### src/rtl/pc_calc_pkg.sv
package pc_calc_pkg;

    parameter int FREQ_W    = 16;
    parameter int NUM_W     = 30;
    parameter int DEN_W     = 11;
    parameter int WORD_W    = 13;
    parameter int FB_W      = 10;

    parameter int F_MAX     = 15938;
    parameter int F_MIN     = 1000;
    parameter int BAND_LO   = 8000;
    parameter int REF_MUL   = 46000;
    parameter int REF_DIV   = 1432;
    parameter int ROUND_ADD = 500;
    parameter int ROUND_DIV = 1000;
    parameter int FB_OFFSET = 257;

    typedef enum logic [1:0] {
        S_IDLE,
        S_SCALE,
        S_DIV1,
        S_DIV2
    } calc_state_t;

    typedef struct packed {
        logic [WORD_W-1:0] word;
        logic [3:0]        ratio;
        logic              err;
    } calc_result_t;

    function automatic logic [WORD_W-1:0] pack_word(logic [FB_W-1:0] fb, logic [1:0] shifts);
        logic [FB_W-1:0] off;
        logic [1:0]      code;
        off  = fb - FB_W'(FB_OFFSET);
        code = 2'd3 - shifts;
        return {2'b11, code, off[8:0]};
    endfunction

endpackage

### src/rtl/pc_range_check.sv
module pc_range_check
    import pc_calc_pkg::*;
(
    input  logic [FREQ_W-1:0] freq_i,
    output logic              too_high_o,
    output logic              too_low_o
);

    always_comb begin
        too_high_o = (freq_i > FREQ_W'(F_MAX));
        too_low_o  = (freq_i < FREQ_W'(F_MIN));
    end

endmodule

### src/rtl/pc_scaler.sv
module pc_scaler
    import pc_calc_pkg::*;
(
    input  logic              clk_i,
    input  logic              rst_i,
    input  logic              load_i,
    input  logic [FREQ_W-1:0] freq_i,
    output logic [FREQ_W-1:0] freq_o,
    output logic [1:0]        shifts_o,
    output logic              ready_o
);

    logic [FREQ_W-1:0] freq_q;
    logic [1:0]        sh_q;
    logic              run_q;
    logic              in_band;

    assign in_band = (freq_q >= FREQ_W'(BAND_LO));

    always_ff @(posedge clk_i) begin
        if (rst_i) begin
            freq_q <= '0;
            sh_q   <= '0;
            run_q  <= 1'b0;
        end else if (load_i) begin
            freq_q <= freq_i;
            sh_q   <= '0;
            run_q  <= 1'b1;
        end else if (run_q) begin
            if (in_band) begin
                run_q <= 1'b0;
            end else begin
                freq_q <= {freq_q[FREQ_W-2:0], 1'b0};
                sh_q   <= sh_q + 2'd1;
            end
        end
    end

    assign freq_o   = freq_q;
    assign shifts_o = sh_q;
    assign ready_o  = in_band;


    band_chk: assert property (@(posedge clk_i) disable iff (rst_i)
        (run_q && in_band) |-> (freq_q < FREQ_W'(2*BAND_LO)));


    shift_limit_chk: assert property (@(posedge clk_i) disable iff (rst_i)
        (run_q && !in_band) |-> (sh_q != 2'd3));

endmodule

### src/rtl/pc_divider.sv
module pc_divider #(
    parameter int NUM_W = 30,
    parameter int DEN_W = 11
) (
    input  logic             clk_i,
    input  logic             rst_i,
    input  logic             start_i,
    input  logic [NUM_W-1:0] num_i,
    input  logic [DEN_W-1:0] den_i,
    output logic             done_o,
    output logic [NUM_W-1:0] quot_o
);

    localparam int CNT_W = $clog2(NUM_W + 1);

    logic             busy_q;
    logic             done_q;
    logic [CNT_W-1:0] cnt_q;
    logic [DEN_W-1:0] rem_q;
    logic [DEN_W-1:0] den_q;
    logic [NUM_W-1:0] nq_q;
    logic [DEN_W:0]   trial;
    logic [DEN_W:0]   diff;
    logic             fits;

    always_comb begin
        trial = {rem_q, nq_q[NUM_W-1]};
        diff  = trial - {1'b0, den_q};
        fits  = (trial >= {1'b0, den_q});
    end

    always_ff @(posedge clk_i) begin
        if (rst_i) begin
            busy_q <= 1'b0;
            done_q <= 1'b0;
            cnt_q  <= '0;
            rem_q  <= '0;
            den_q  <= '0;
            nq_q   <= '0;
        end else begin
            done_q <= 1'b0;
            if (start_i && !busy_q) begin
                busy_q <= 1'b1;
                cnt_q  <= CNT_W'(NUM_W);
                rem_q  <= '0;
                den_q  <= den_i;
                nq_q   <= num_i;
            end else if (busy_q) begin
                rem_q <= fits ? diff[DEN_W-1:0] : trial[DEN_W-1:0];
                nq_q  <= {nq_q[NUM_W-2:0], fits};
                cnt_q <= cnt_q - CNT_W'(1);
                if (cnt_q == CNT_W'(1)) begin
                    busy_q <= 1'b0;
                    done_q <= 1'b1;
                end
            end
        end
    end

    assign done_o = done_q;
    assign quot_o = nq_q;


    rem_lt_den_chk: assert property (@(posedge clk_i) disable iff (rst_i)
        busy_q |-> (rem_q < den_q));

endmodule

### src/rtl/pclk_word_calc.sv
module pclk_word_calc
    import pc_calc_pkg::*;
(
    input  logic                clk_i,
    input  logic                rst_i,
    input  logic                start_i,
    input  logic [FREQ_W-1:0]   freq_i,
    output logic [WORD_W-1:0]   word_o,
    output logic [3:0]          ratio_o,
    output logic                done_o,
    output logic                err_o
);

    calc_state_t  state_q;
    calc_result_t res_q;
    logic         done_q;

    logic              too_high, too_low;
    logic              sc_load, sc_ready;
    logic [FREQ_W-1:0] sc_freq;
    logic [1:0]        sc_shifts;

    logic              div_start, div_done;
    logic [NUM_W-1:0]  div_num, div_quot, prod;
    logic [DEN_W-1:0]  div_den;

    pc_range_check u_range (
        .freq_i     (freq_i),
        .too_high_o (too_high),
        .too_low_o  (too_low)
    );

    assign sc_load = (state_q == S_IDLE) && start_i && !too_high && !too_low;

    pc_scaler u_scaler (
        .clk_i    (clk_i),
        .rst_i    (rst_i),
        .load_i   (sc_load),
        .freq_i   (freq_i),
        .freq_o   (sc_freq),
        .shifts_o (sc_shifts),
        .ready_o  (sc_ready)
    );

    assign prod = NUM_W'(sc_freq) * NUM_W'(REF_MUL);

    always_comb begin
        div_start = 1'b0;
        div_num   = prod;
        div_den   = DEN_W'(REF_DIV);
        if (state_q == S_SCALE && sc_ready) begin
            div_start = 1'b1;
        end else if (state_q == S_DIV1 && div_done) begin
            div_start = 1'b1;
            div_num   = div_quot + NUM_W'(ROUND_ADD);
            div_den   = DEN_W'(ROUND_DIV);
        end
    end

    pc_divider #(.NUM_W(NUM_W), .DEN_W(DEN_W)) u_div (
        .clk_i   (clk_i),
        .rst_i   (rst_i),
        .start_i (div_start),
        .num_i   (div_num),
        .den_i   (div_den),
        .done_o  (div_done),
        .quot_o  (div_quot)
    );

    always_ff @(posedge clk_i) begin
        if (rst_i) begin
            state_q <= S_IDLE;
            res_q   <= '0;
            done_q  <= 1'b0;
        end else begin
            done_q <= 1'b0;
            unique case (state_q)
                S_IDLE: begin
                    if (start_i) begin
                        if (too_high || too_low) begin
                            res_q.word  <= '0;
                            res_q.ratio <= '0;
                            res_q.err   <= 1'b1;
                            done_q      <= 1'b1;
                        end else begin
                            state_q <= S_SCALE;
                        end
                    end
                end
                S_SCALE: begin
                    if (sc_ready) state_q <= S_DIV1;
                end
                S_DIV1: begin
                    if (div_done) state_q <= S_DIV2;
                end
                S_DIV2: begin
                    if (div_done) begin
                        res_q.word  <= pack_word(div_quot[FB_W-1:0], sc_shifts);
                        res_q.ratio <= 4'd1 << sc_shifts;
                        res_q.err   <= 1'b0;
                        done_q      <= 1'b1;
                        state_q     <= S_IDLE;
                    end
                end
                default: state_q <= S_IDLE;
            endcase
        end
    end

    assign word_o  = res_q.word;
    assign ratio_o = res_q.ratio;
    assign err_o   = res_q.err;
    assign done_o  = done_q;


    high_reject_chk: assert property (@(posedge clk_i) disable iff (rst_i)
        (state_q == S_IDLE && start_i && freq_i > FREQ_W'(F_MAX)) |=> (done_o && err_o));


    low_reject_chk: assert property (@(posedge clk_i) disable iff (rst_i)
        (state_q == S_IDLE && start_i && freq_i < FREQ_W'(F_MIN)) |=> (done_o && err_o));


    fb_range_chk: assert property (@(posedge clk_i) disable iff (rst_i)
        (done_o && !err_o) |-> (word_o[8:0] <= 9'd257));


    done_pulse_chk: assert property (@(posedge clk_i) disable iff (rst_i)
        done_o |=> !done_o);


    restart_ignore_chk: assert property (@(posedge clk_i) disable iff (rst_i)
        (state_q == S_DIV1 || state_q == S_DIV2) |=> $stable(sc_freq));

endmodule

### config.mk
export PLATFORM = sky130hd
export DESIGN_NAME = pclk_word_calc
export DESIGN_NICKNAME = d
export VERILOG_FILES = /design/src/rtl/pc_calc_pkg.sv /design/src/rtl/pc_range_check.sv /design/src/rtl/pc_scaler.sv /design/src/rtl/pc_divider.sv /design/src/rtl/pclk_word_calc.sv
export SDC_FILE = /design/constraint.sdc
export NUM_CORES = 1
export LEC_CHECK = 0
export BUFFER_PORTS_ARGS = -buffer_cell sky130_fd_sc_hd__buf_2
export CORE_ASPECT_RATIO = 0.75
export CORE_UTILIZATION = 55
export CTS_BUF_LIST = sky130_fd_sc_hd__clkbuf_16
export DETAILED_ROUTE_END_ITERATION = 7
export PLACE_DENSITY = 0.72
export SLEW_MARGIN = 20
export SYNTH_ARGS = -nofsm -noshare
export SYNTH_HDL_FRONTEND = slang
export SYNTH_SLANG_ARGS = --single-unit
### constraint.sdc
create_clock -name clk_i -period 6.4 [get_ports clk_i]
set_input_delay 0.32 -clock clk_i [delete_from_list [all_inputs] [get_ports clk_i]]
set_output_delay 0.32 -clock clk_i [all_outputs]
set_load 0.1 [all_outputs]
== Word level (Yosys, flattened, before mapping) ==
Index checks and enable logic that the tools add are counted.

* Flip-flop bits (word level): 99
* Output and inout port bits: 19
* Input port bits: 19
* Word-level logic and storage cells: 96

* Shift operators: 1
* Bitwise operators: 2
* Multipliers: 1
* Mux-type cells: 35
* Magnitude comparators: 4
* $add $sub $neg: 6
* Reductions and logical operators: 21
* Equality and inequality tests: 11

{| class="wikitable"
|+ Operators with widths
! kind !! count
|-
| $mux 30 || 4
|-
| $mux 18 || 3
|-
| $mux 16 || 3
|-
| $pmux 18 s2 || 1
|-
| $mux 11 || 3
|-
| $add 30x9->30 const B || 1
|-
| $mul 16x12->26 const B || 1
|-
| $ge 16x13->1 const B || 1
|-
| $gt 16x14->1 const B || 1
|-
| $lt 16x10->1 const B || 1
|-
| $ge 12x11->1 || 1
|-
| $mux 1 || 12
|-
| $sub 11x11->11 || 1
|-
| $mux 2 || 5
|-
| $mux 5 || 2
|-
| $sub 9x9->9 const B || 1
|-
| $ne 2x2->1 const B || 4
|-
| $pmux 2 s4 || 1
|-
| $logic_and 1x1->1 || 6
|-
| $ne 2x1->1 const B || 3
|-
| $reduce_bool 2->1 || 3
|-
| $eq 5x1->1 const B || 1
|-
| $reduce_and 5->1 || 1
|-
| $sub 5x1->5 const B || 1
|-
| other kinds (14) || 20
|}

== Longest topological paths before layout ==
Gate-level depths: netlist (run 1).

* Depth in word-level cells: 6
* Depth in mapped cells: 20
* Gate-level depth less buffers: 20

== By module ==
Synthesis (run 1) repeated with hierarchy kept, for this count alone.

* Cell total of the unflattened synthesis: 1230
* Area total of the unflattened synthesis: 10141.0 sq um

{| class="wikitable"
|+ By module, submodules not included
! module !! cells an instance !! area each (sq um) !! seq. area each (sq um) !! times used
|-
| pclk_word_calc || 731 || 6015.8 || 400.4 || 1
|-
| pc_divider || 386 || 3123.0 || 1181.1 || 1
|-
| pc_scaler || 101 || 920.9 || 380.4 || 1
|-
| pc_range_check || 12 || 81.3 || 0.0 || 1
|}

== Worst setup path after synthesis (run 1) ==
Ideal clock, no wire load.

* Path kind: register to register
* Start: reg u_scaler.freq_q[9] (netlist: u_scaler.freq_o[9])
* End: reg u_div.nq_q[29] (netlist: u_div.quot_o[29])
* Period minus slack after synthesis: 5.284 ns
* Library setup time: 0.074 ns
* Cell stages (with the launch flop): 17
* Setup slack: 1.116 ns
* Arrival: 5.210 ns
* Buffers on the path: 0
* Data required time: 6.326 ns
* Cell sequence: dfxtp_1 fa_1 ha_1 fa_1 fa_1 inv_1 fa_1 inv_1 ha_1 a21o_1 and4_4 a311oi_4 o221ai_2 or4_1 and3_1 or4_1 a31oi_1

* Word-level cells in the longest chain between the ends: 5
* Elaborated cells between the ends (all ways): 9
* Those cells by class: mul (1); order compare (1); mux (4); reduce/logical (3)

{| class="wikitable"
|+ Ends and longest elaborated chain
! what !! line !! source
|-
| start, declared || pc_scaler.sv:13 || <nowiki>logic [FREQ_W-1:0] freq_q;</nowiki>
|-
| start signal, assigned || pc_scaler.sv:26 || <nowiki>freq_q <= freq_i;</nowiki>
|-
| start signal, assigned || pc_scaler.sv:33 || <nowiki>freq_q <= {freq_q[FREQ_W-2:0], 1'b0};</nowiki>
|-
| branches (longest 5 deep; another with $mul 16x12->26) || n/a ||
|-
| end signal, assigned || pc_divider.sv:47 || <nowiki>nq_q <= num_i;</nowiki>
|-
| end signal, assigned || pc_divider.sv:50 || <nowiki>nq_q <= {nq_q[NUM_W-2:0], fits};</nowiki>
|-
| end, declared || pc_divider.sv:21 || <nowiki>logic [NUM_W-1:0] nq_q;</nowiki>
|}

Several ways; the timed one is not identified.
A chain may end at the register's enable or synchronous reset.

== Final worst setup path (run 1) ==
* Start: reg u_scaler.freq_q[6] (netlist: u_scaler.freq_o[6])
* End: reg u_div.nq_q[29] (netlist: u_div.quot_o[29])

The elaborated chain is that of the path after synthesis.

==> results of run 1 <==
==> power groups by stage <==
stage	logic [W]	clock network [W]	registers, W
3_5_place_dp	0.00130	0	0.000667
4_1_cts	0.00132	0.000529	0.000655
5_1_grt	0.00150	0.000552	0.000662
6_report	0.00131	0.000517	0.000655
3_3_place_gp	0.00128	0	0.000665
2_1_floorplan	0.000996	0	0.000695
==> stage by stage <==
step	setup slack, ns	instance area [um^2]
3_5_place_dp	0.856	9530
4_1_cts	0.824	9800
2_1_floorplan	1.12	9210
3_3_place_gp	0.939	9530
5_1_grt	0.542	9800
6_report	0.819	9800
==> flip-flops by register name, indices dropped and copies added (netlist names), 2 cells and up <==
signal / count
word_o: 12
ratio_o: 4
u_div.cnt_q: 5
u_div.quot_o: 30
u_div.den_q: 3
u_scaler.freq_o: 16
state_q: 2
u_div.rem_q: 11
u_scaler.shifts_o: 2
==> path summary, 6_finish.rpt <==
path | start | depth (start not counted) | slack, ns | to
max | u_scaler.freq_o[6] | 15 | 0.82 | u_div.quot_o[29]
min | freq_i[1] | 3 | 0.27 | u_scaler.freq_o[1]
max reg2reg | u_scaler.freq_o[6] | 15 | 0.82 | u_div.quot_o[29]
min reg2reg | word_o[6] | 2 | 0.45 | word_o[6]
==> final cells by class <==
type,count,area share
clock buffer,9,0.0230
clock inverter,6,0.00510
inverter,162,0.0620
multi-input combinational,803,0.675
sequential,90,0.184
tap,210,0.0268
timing repair buffer,44,0.0242
==> placed cells by master, fill, tap and decap left out, types with 8 or more instances in the layout <==
cell,netlist,layout
fa_1,78,78
nand2_1,69,68
dfxtp_1,90,89
xnor2_1,34,34
inv_1,162,162
nand2b_1,15,15
mux2i_1,20,20
clkbuf_16,0,9
xor2_1,14,14
nor3_1,25,25
buf_2,0,37
nand3_1,33,33
and3_1,9,9
ha_1,125,125
o21ai_0,46,46
nor2_1,99,99
a21o_1,8,8
nor2b_1,9,9
a21oi_1,92,92
o211ai_1,8,8
a211oi_1,27,27
==> tightest hold or removal path: cells and delay by family <==
family | cells | cell delay, ns
AO/OA/AOI/OAI | 1 | 0.05
buffers and inverters | 1 | 0.11
AND/OR/NAND/NOR | 1 | 0.09
==> per-layer routing <==
| layer | vias to the layer above | GRT usage | routed length (um) |
|---|---|---|---|
| met5 | - | 0 | 0 |
| met4 | 0 | 0.0533 | 230 |
| met3 | 18 | 0.0460 | 1230 |
| met2 | 200 | 0.388 | 8700 |
| met1 | 3520 | 0.404 | 10700 |
| li1 | 3711 | - | - |
==> cell families after synthesis <==
family	synth area share
AND/OR/NAND/NOR	0.155
AO/OA/AOI/OAI	0.153
buffers and inverters	0.0856
adder cells (fa/ha/maj)	0.340
flip-flops	0.196
XOR/XNOR	0.0457
multiplexers	0.0254
==> reports/results.ini, run 1 <==
[pwr]
p_comb_frac = 0.527
seqPwrFrac = 0.264
leakagePower_nw = 4.64
pwr_density_cell_nw_per_um2 = 253
internal-power_w = 0.00137
vdd_drop_max_mv = 0.183
switching_share = 0.449
power.switching_w = 0.00111
total_power_w = 0.00248
clockPowerShare = 0.209

[timing]
grt_setup_unrepaired = false
slew_headroom = 0.289
fin_crit_ns = 5.58
clock.fmax_mhz = 179
setup-tns-final_ns = 0
whs_ns = 0.274
drv_slew = 0
fin_skew_ns = 0.00921
worst_pin_slew_ns = 1.06
final-hold-violation-count = 0
min_period_over_period = 0.872
setup_viol = 0

[floorplanning]
die_area_um2 = 17300
rows = 40
core_um2 = 16200
ios = 38
start_util = 0.569
die_y_um = 114
die_width_um = 151

[clocking]
cts_setup_buffers = 0
numClockSinks = 90
cts_tree = built
cts_hold_buffers = 0
path_clk_slew_ns = 0.07
insertion_delay_ns = 0.35
clockBufferDepth = 2
htreeDepth = 3
cts_buffers = 9
cts_resized = 0
cts_root_buf = clkbuf_16

[cells_and_area]
seq_area_um2 = 1800
drive_above_1_share = 0.0646
final_util = 0.607
multi_input_area_um2 = 6620
diodes = 0
fin_cells = 1324
synthToLayoutAreaGrowth_pct = 6.51
num-fill-cells = 1491
nNetsFinal = 1332

[yosys]
yosysMostFrequentCell = inv_1
netlist_area_um2 = 9210
synth_flop_cell = dfxtp_1
synth_nets = 1324
synth_top_area_cell = dfxtp_1
ys_top_cells_by_count = inv_1, ha_1, nor2_1
yosys_warnings = 0
synth_edf_count = 0
yosysSeqAreaShare = 0.196
netlist_top_cells_area = dfxtp_1, ha_1, fa_1, inv_1, a21oi_1
synth_cells = 1102
ys_seq_elements = 90
yosysUniqueCellTypes = 54
async_flop_share = 0
synth_top_cell_area_share = 0.196
post_synth.cell_area_avg_um2 = 8.35

[critical_path]
path_cells = ha_1 -> fa_1 -> fa_1 -> fa_1 -> inv_1 -> fa_1 -> inv_1 -> ha_1 -> a21o_1 -> a311oi_4 -> o221ai_2 -> or4_1 -> and3_1 -> or4_1 -> a31oi_1
arrival_ns = 5.86
crit_path_max_fanout = 11
crit_type = reg2reg
start_kind = register
cp.required_ns = 6.68
cp_common_cell = fa_1
cp-end-kind = register
critPathSlowestCell = dfxtp_1
cp_top_family = adder cells
max_stage_delay_ns = 0.67
cp_num_buf_inv = 2

[run_status]
status = finished, final reports clean

[global_route]
grtUsageTotal = 0.264
grt_antenna_before_repair = 0
gr-total-overflow = 0
grt_pass1_wl_mm = 35.7
grt_pass1_vias = 7138
grt_start_max_net_pins = 85

[routing]
routed_via_density = 5.63
vias = 7449
avgRoutedWirePerCell_um = 15.8
drc = 0
wl_mm = 20.9
firstDrtPassIters = 5
ant_nets = 0
drt-initial-drc-count = 524

[placed_design]
port_buffers = 37
gp_congestion = 0.930
dp.cells = 1309
dp_hpwl_mm = 16.4

[min_path]
hold_class = in2reg

[job]
drv_cap = 0

Power figures use the tool's default switching activity.
==> run 2, diff against run 1 <==
- CORE_UTILIZATION: 55 -> 56
- PLACE_DENSITY: 0.72 -> 0.73
==> run 2 against run 1 <==
  * First-iteration DRC count rose by 7.3%
  * Flip-flop and latch count stayed put
  * Cell area rose by 0.20%
  * Sequential power barely moved
  * Register-to-register slack about the same
  * Global-route usage grew 0.54 points
  * Combinational power is essentially flat
  * Die area decreased by 1.8%
  * Sequential share of layout area about the same
  * Largest power group unchanged
==> reports/results.ini, run 2 (same netlist as run 1, synthesis figures left out) <==
[run_status]
status = finished, final reports clean

[clocking]
cts_hold_buffers = 0  ; unchanged
cts_setup_buffers = 0  ; unchanged
cts_resized = 0  ; unchanged
htreeDepth = 3  ; unchanged
clockBufferDepth = 2  ; unchanged
path_clk_slew_ns = 0.07  ; about the same
cts_root_buf = clkbuf_16
cts_buffers = 9  ; unchanged
numClockSinks = 90  ; unchanged
cts_tree = built
insertion_delay_ns = 0.35  ; about the same

[job]
drv_cap = 0  ; unchanged

[min_path]
hold_class = in2reg
holdPathStages = 3  ; unchanged

[global_route]
grt_antenna_before_repair = 0  ; unchanged
grt_pass1_wl_mm = 36.0  ; +0.75%
grtUsageTotal = 0.270  ; +0.00543
grt_pass1_vias = 7171  ; +0.46%
gr-total-overflow = 0  ; unchanged
grt_start_max_net_pins = 84  ; -1.2%

[critical_path]
critPathSlowestCell = dfxtp_1
arrival_ns = 5.86  ; about the same
path_cells = fa_1 -> ha_1 -> fa_1 -> fa_1 -> inv_1 -> fa_1 -> inv_1 -> ha_1 -> a21o_1 -> and4_4 -> a311oi_4 -> o221ai_2 -> or4_1 -> and3_1 -> or4_1 -> a31oi_1
cp.required_ns = 6.68  ; about the same
cp-end-kind = register
crit_type = reg2reg
max_stage_delay_ns = 0.64  ; -0.03 ns
rr_worst_depth = 16  ; +1
cp_common_cell = fa_1
crit_path_max_fanout = 10  ; -1
start_kind = register

[cells_and_area]
largest_reg_flops = 30  ; unchanged
mostFrequentLayoutCell = inv_1
num-fill-cells = 1437  ; -3.6%
nNetsFinal = 1331  ; -0.075%
diodes = 0  ; unchanged
drive_above_1_share = 0.0637  ; -0.000898
synthToLayoutAreaGrowth_pct = 6.73
layout_common_cells = inv_1, ha_1, nor2_1, a21oi_1, dfxtp_1

[timing]
fin_crit_ns = 5.58  ; -0.00426 ns
min_period_over_period = 0.871  ; about the same
fin_skew_ns = 0.00947  ; +0.000263 ns
setup-tns-final_ns = 0  ; unchanged
drv_slew = 0  ; unchanged
setup_viol = 0  ; unchanged
slew_headroom = 0.236  ; -0.0530
clock.fmax_mhz = 179  ; about the same
grt_setup_unrepaired = false
worst_pin_slew_ns = 1.14  ; +0.0738 ns
final-hold-violation-count = 0  ; unchanged

[routing]
dr_wl_met3_mm = 1.18  ; -3.8%
ant_nets = 0  ; unchanged
drc = 0  ; unchanged
wl_mm = 21.0  ; +0.38%
wl_met1_mm = 10.7  ; about the same
drt-initial-drc-count = 562  ; +7.3%
vias = 7408  ; -0.55%
wl_met2_mm = 8.86  ; +1.8%
firstDrtPassIters = 5  ; unchanged
avgRoutedWirePerCell_um = 15.8  ; +0.38%
routed_via_density = 5.60  ; -0.55%
topRoutingLayerUsed = met4

[floorplanning]
die_area_um2 = 17000  ; -1.8%
rows = 40  ; unchanged
ios = 38  ; unchanged
core_um2 = 16100  ; -0.62%
die_width_um = 150  ; -0.89%
die_y_um = 113  ; -0.88%
start_util = 0.573  ; +0.00355

[pwr]
clockPowerShare = 0.221  ; +0.012
vdd_drop_max_mv = 0.185  ; +1.0%
switching_share = 0.442  ; -0.00654
power.switching_w = 0.00111  ; +0.11%
leakagePower_nw = 4.66  ; +0.40%
pwr_density_cell_nw_per_um2 = 257  ; +1.4%
p_comb_frac = 0.519  ; -0.008
seqPwrFrac = 0.260  ; -0.004
total_power_w = 0.00252  ; +1.6%
internal-power_w = 0.00141  ; +2.8%

[placed_design]
gp_congestion = 0.889  ; -4.4%
port_buffers = 37  ; unchanged
dp_hpwl_mm = 16.4  ; +0.46%

## run 2: area by class of cell
| type | count | area, um^2 | share of cell area |
|---|---|---|---|
| sequential | 90 | 1800 | 0.184 |
| clock buffer | 9 | 225 | 0.0229 |
| inverter | 162 | 608 | 0.0619 |
| clock inverter | 7 | 77.6 | 0.00790 |
| timing repair buffer | 43 | 230 | 0.0234 |
| multi-input combinational | 803 | 6620 | 0.674 |
| tap | 210 | 263 | 0.0267 |
## run 2: path summary, 6_finish.rpt
path | from | to | slack (ns)
worst max-delay path | u_scaler.freq_o[8] | u_div.quot_o[29] | 0.82
worst max register to register | u_scaler.freq_o[8] | u_div.quot_o[29] | 0.82
worst min-delay path | freq_i[11] | u_scaler.freq_o[11] | 0.27
worst min register to register | word_o[7] | word_o[7] | 0.45
## run 2: per-stage QoR
| step | area, um^2 | instances | util | hold WS, ns | worst slack, ns |
|---|---|---|---|---|---|
| finish | 9820 | 1324 | 0.612 | 0.274 | 0.823 |
| global route | 9820 | 1324 | 0.612 | 0.288 | 0.520 |
| CTS | 9820 | 1324 | 0.611 | 0.264 | 0.819 |
| detailed placement | 9520 | 1308 | 0.593 | 0.440 | 0.840 |
| global placement | 9520 | 1308 | 0.593 | 0.437 | 0.936 |
| floorplan | 9210 | 1102 | - | 0.439 | 1.12 |
## run 2: layer usage
layer	vias up	track usage
met5	-	0
li1	3722	-
met4	0	0.0559
met1	3510	0.406
met3	15	0.0496
met2	161	0.401
## run 2: worst max-delay path: cells and delay by family (launching register included)
family | cells | cell delay (ns)
adders and majority gates | 6 | 2.71
AOI/OAI and AO/OA | 4 | 0.81
and+or+nand+nor | 4 | 1.26
DFF | 1 | 0.64
buffers and inverters | 2 | 0.09
## run 2: power by group through the flow
stage	combinational (W)	sequential [W]	clock (W)
5_1_grt	0.00151	0.000663	0.000588
3_5_place_dp	0.00130	0.000668	0
3_3_place_gp	0.00128	0.000666	0
6_report	0.00131	0.000656	0.000557
2_1_floorplan	0.000996	0.000695	0
4_1_cts	0.00131	0.000655	0.000567
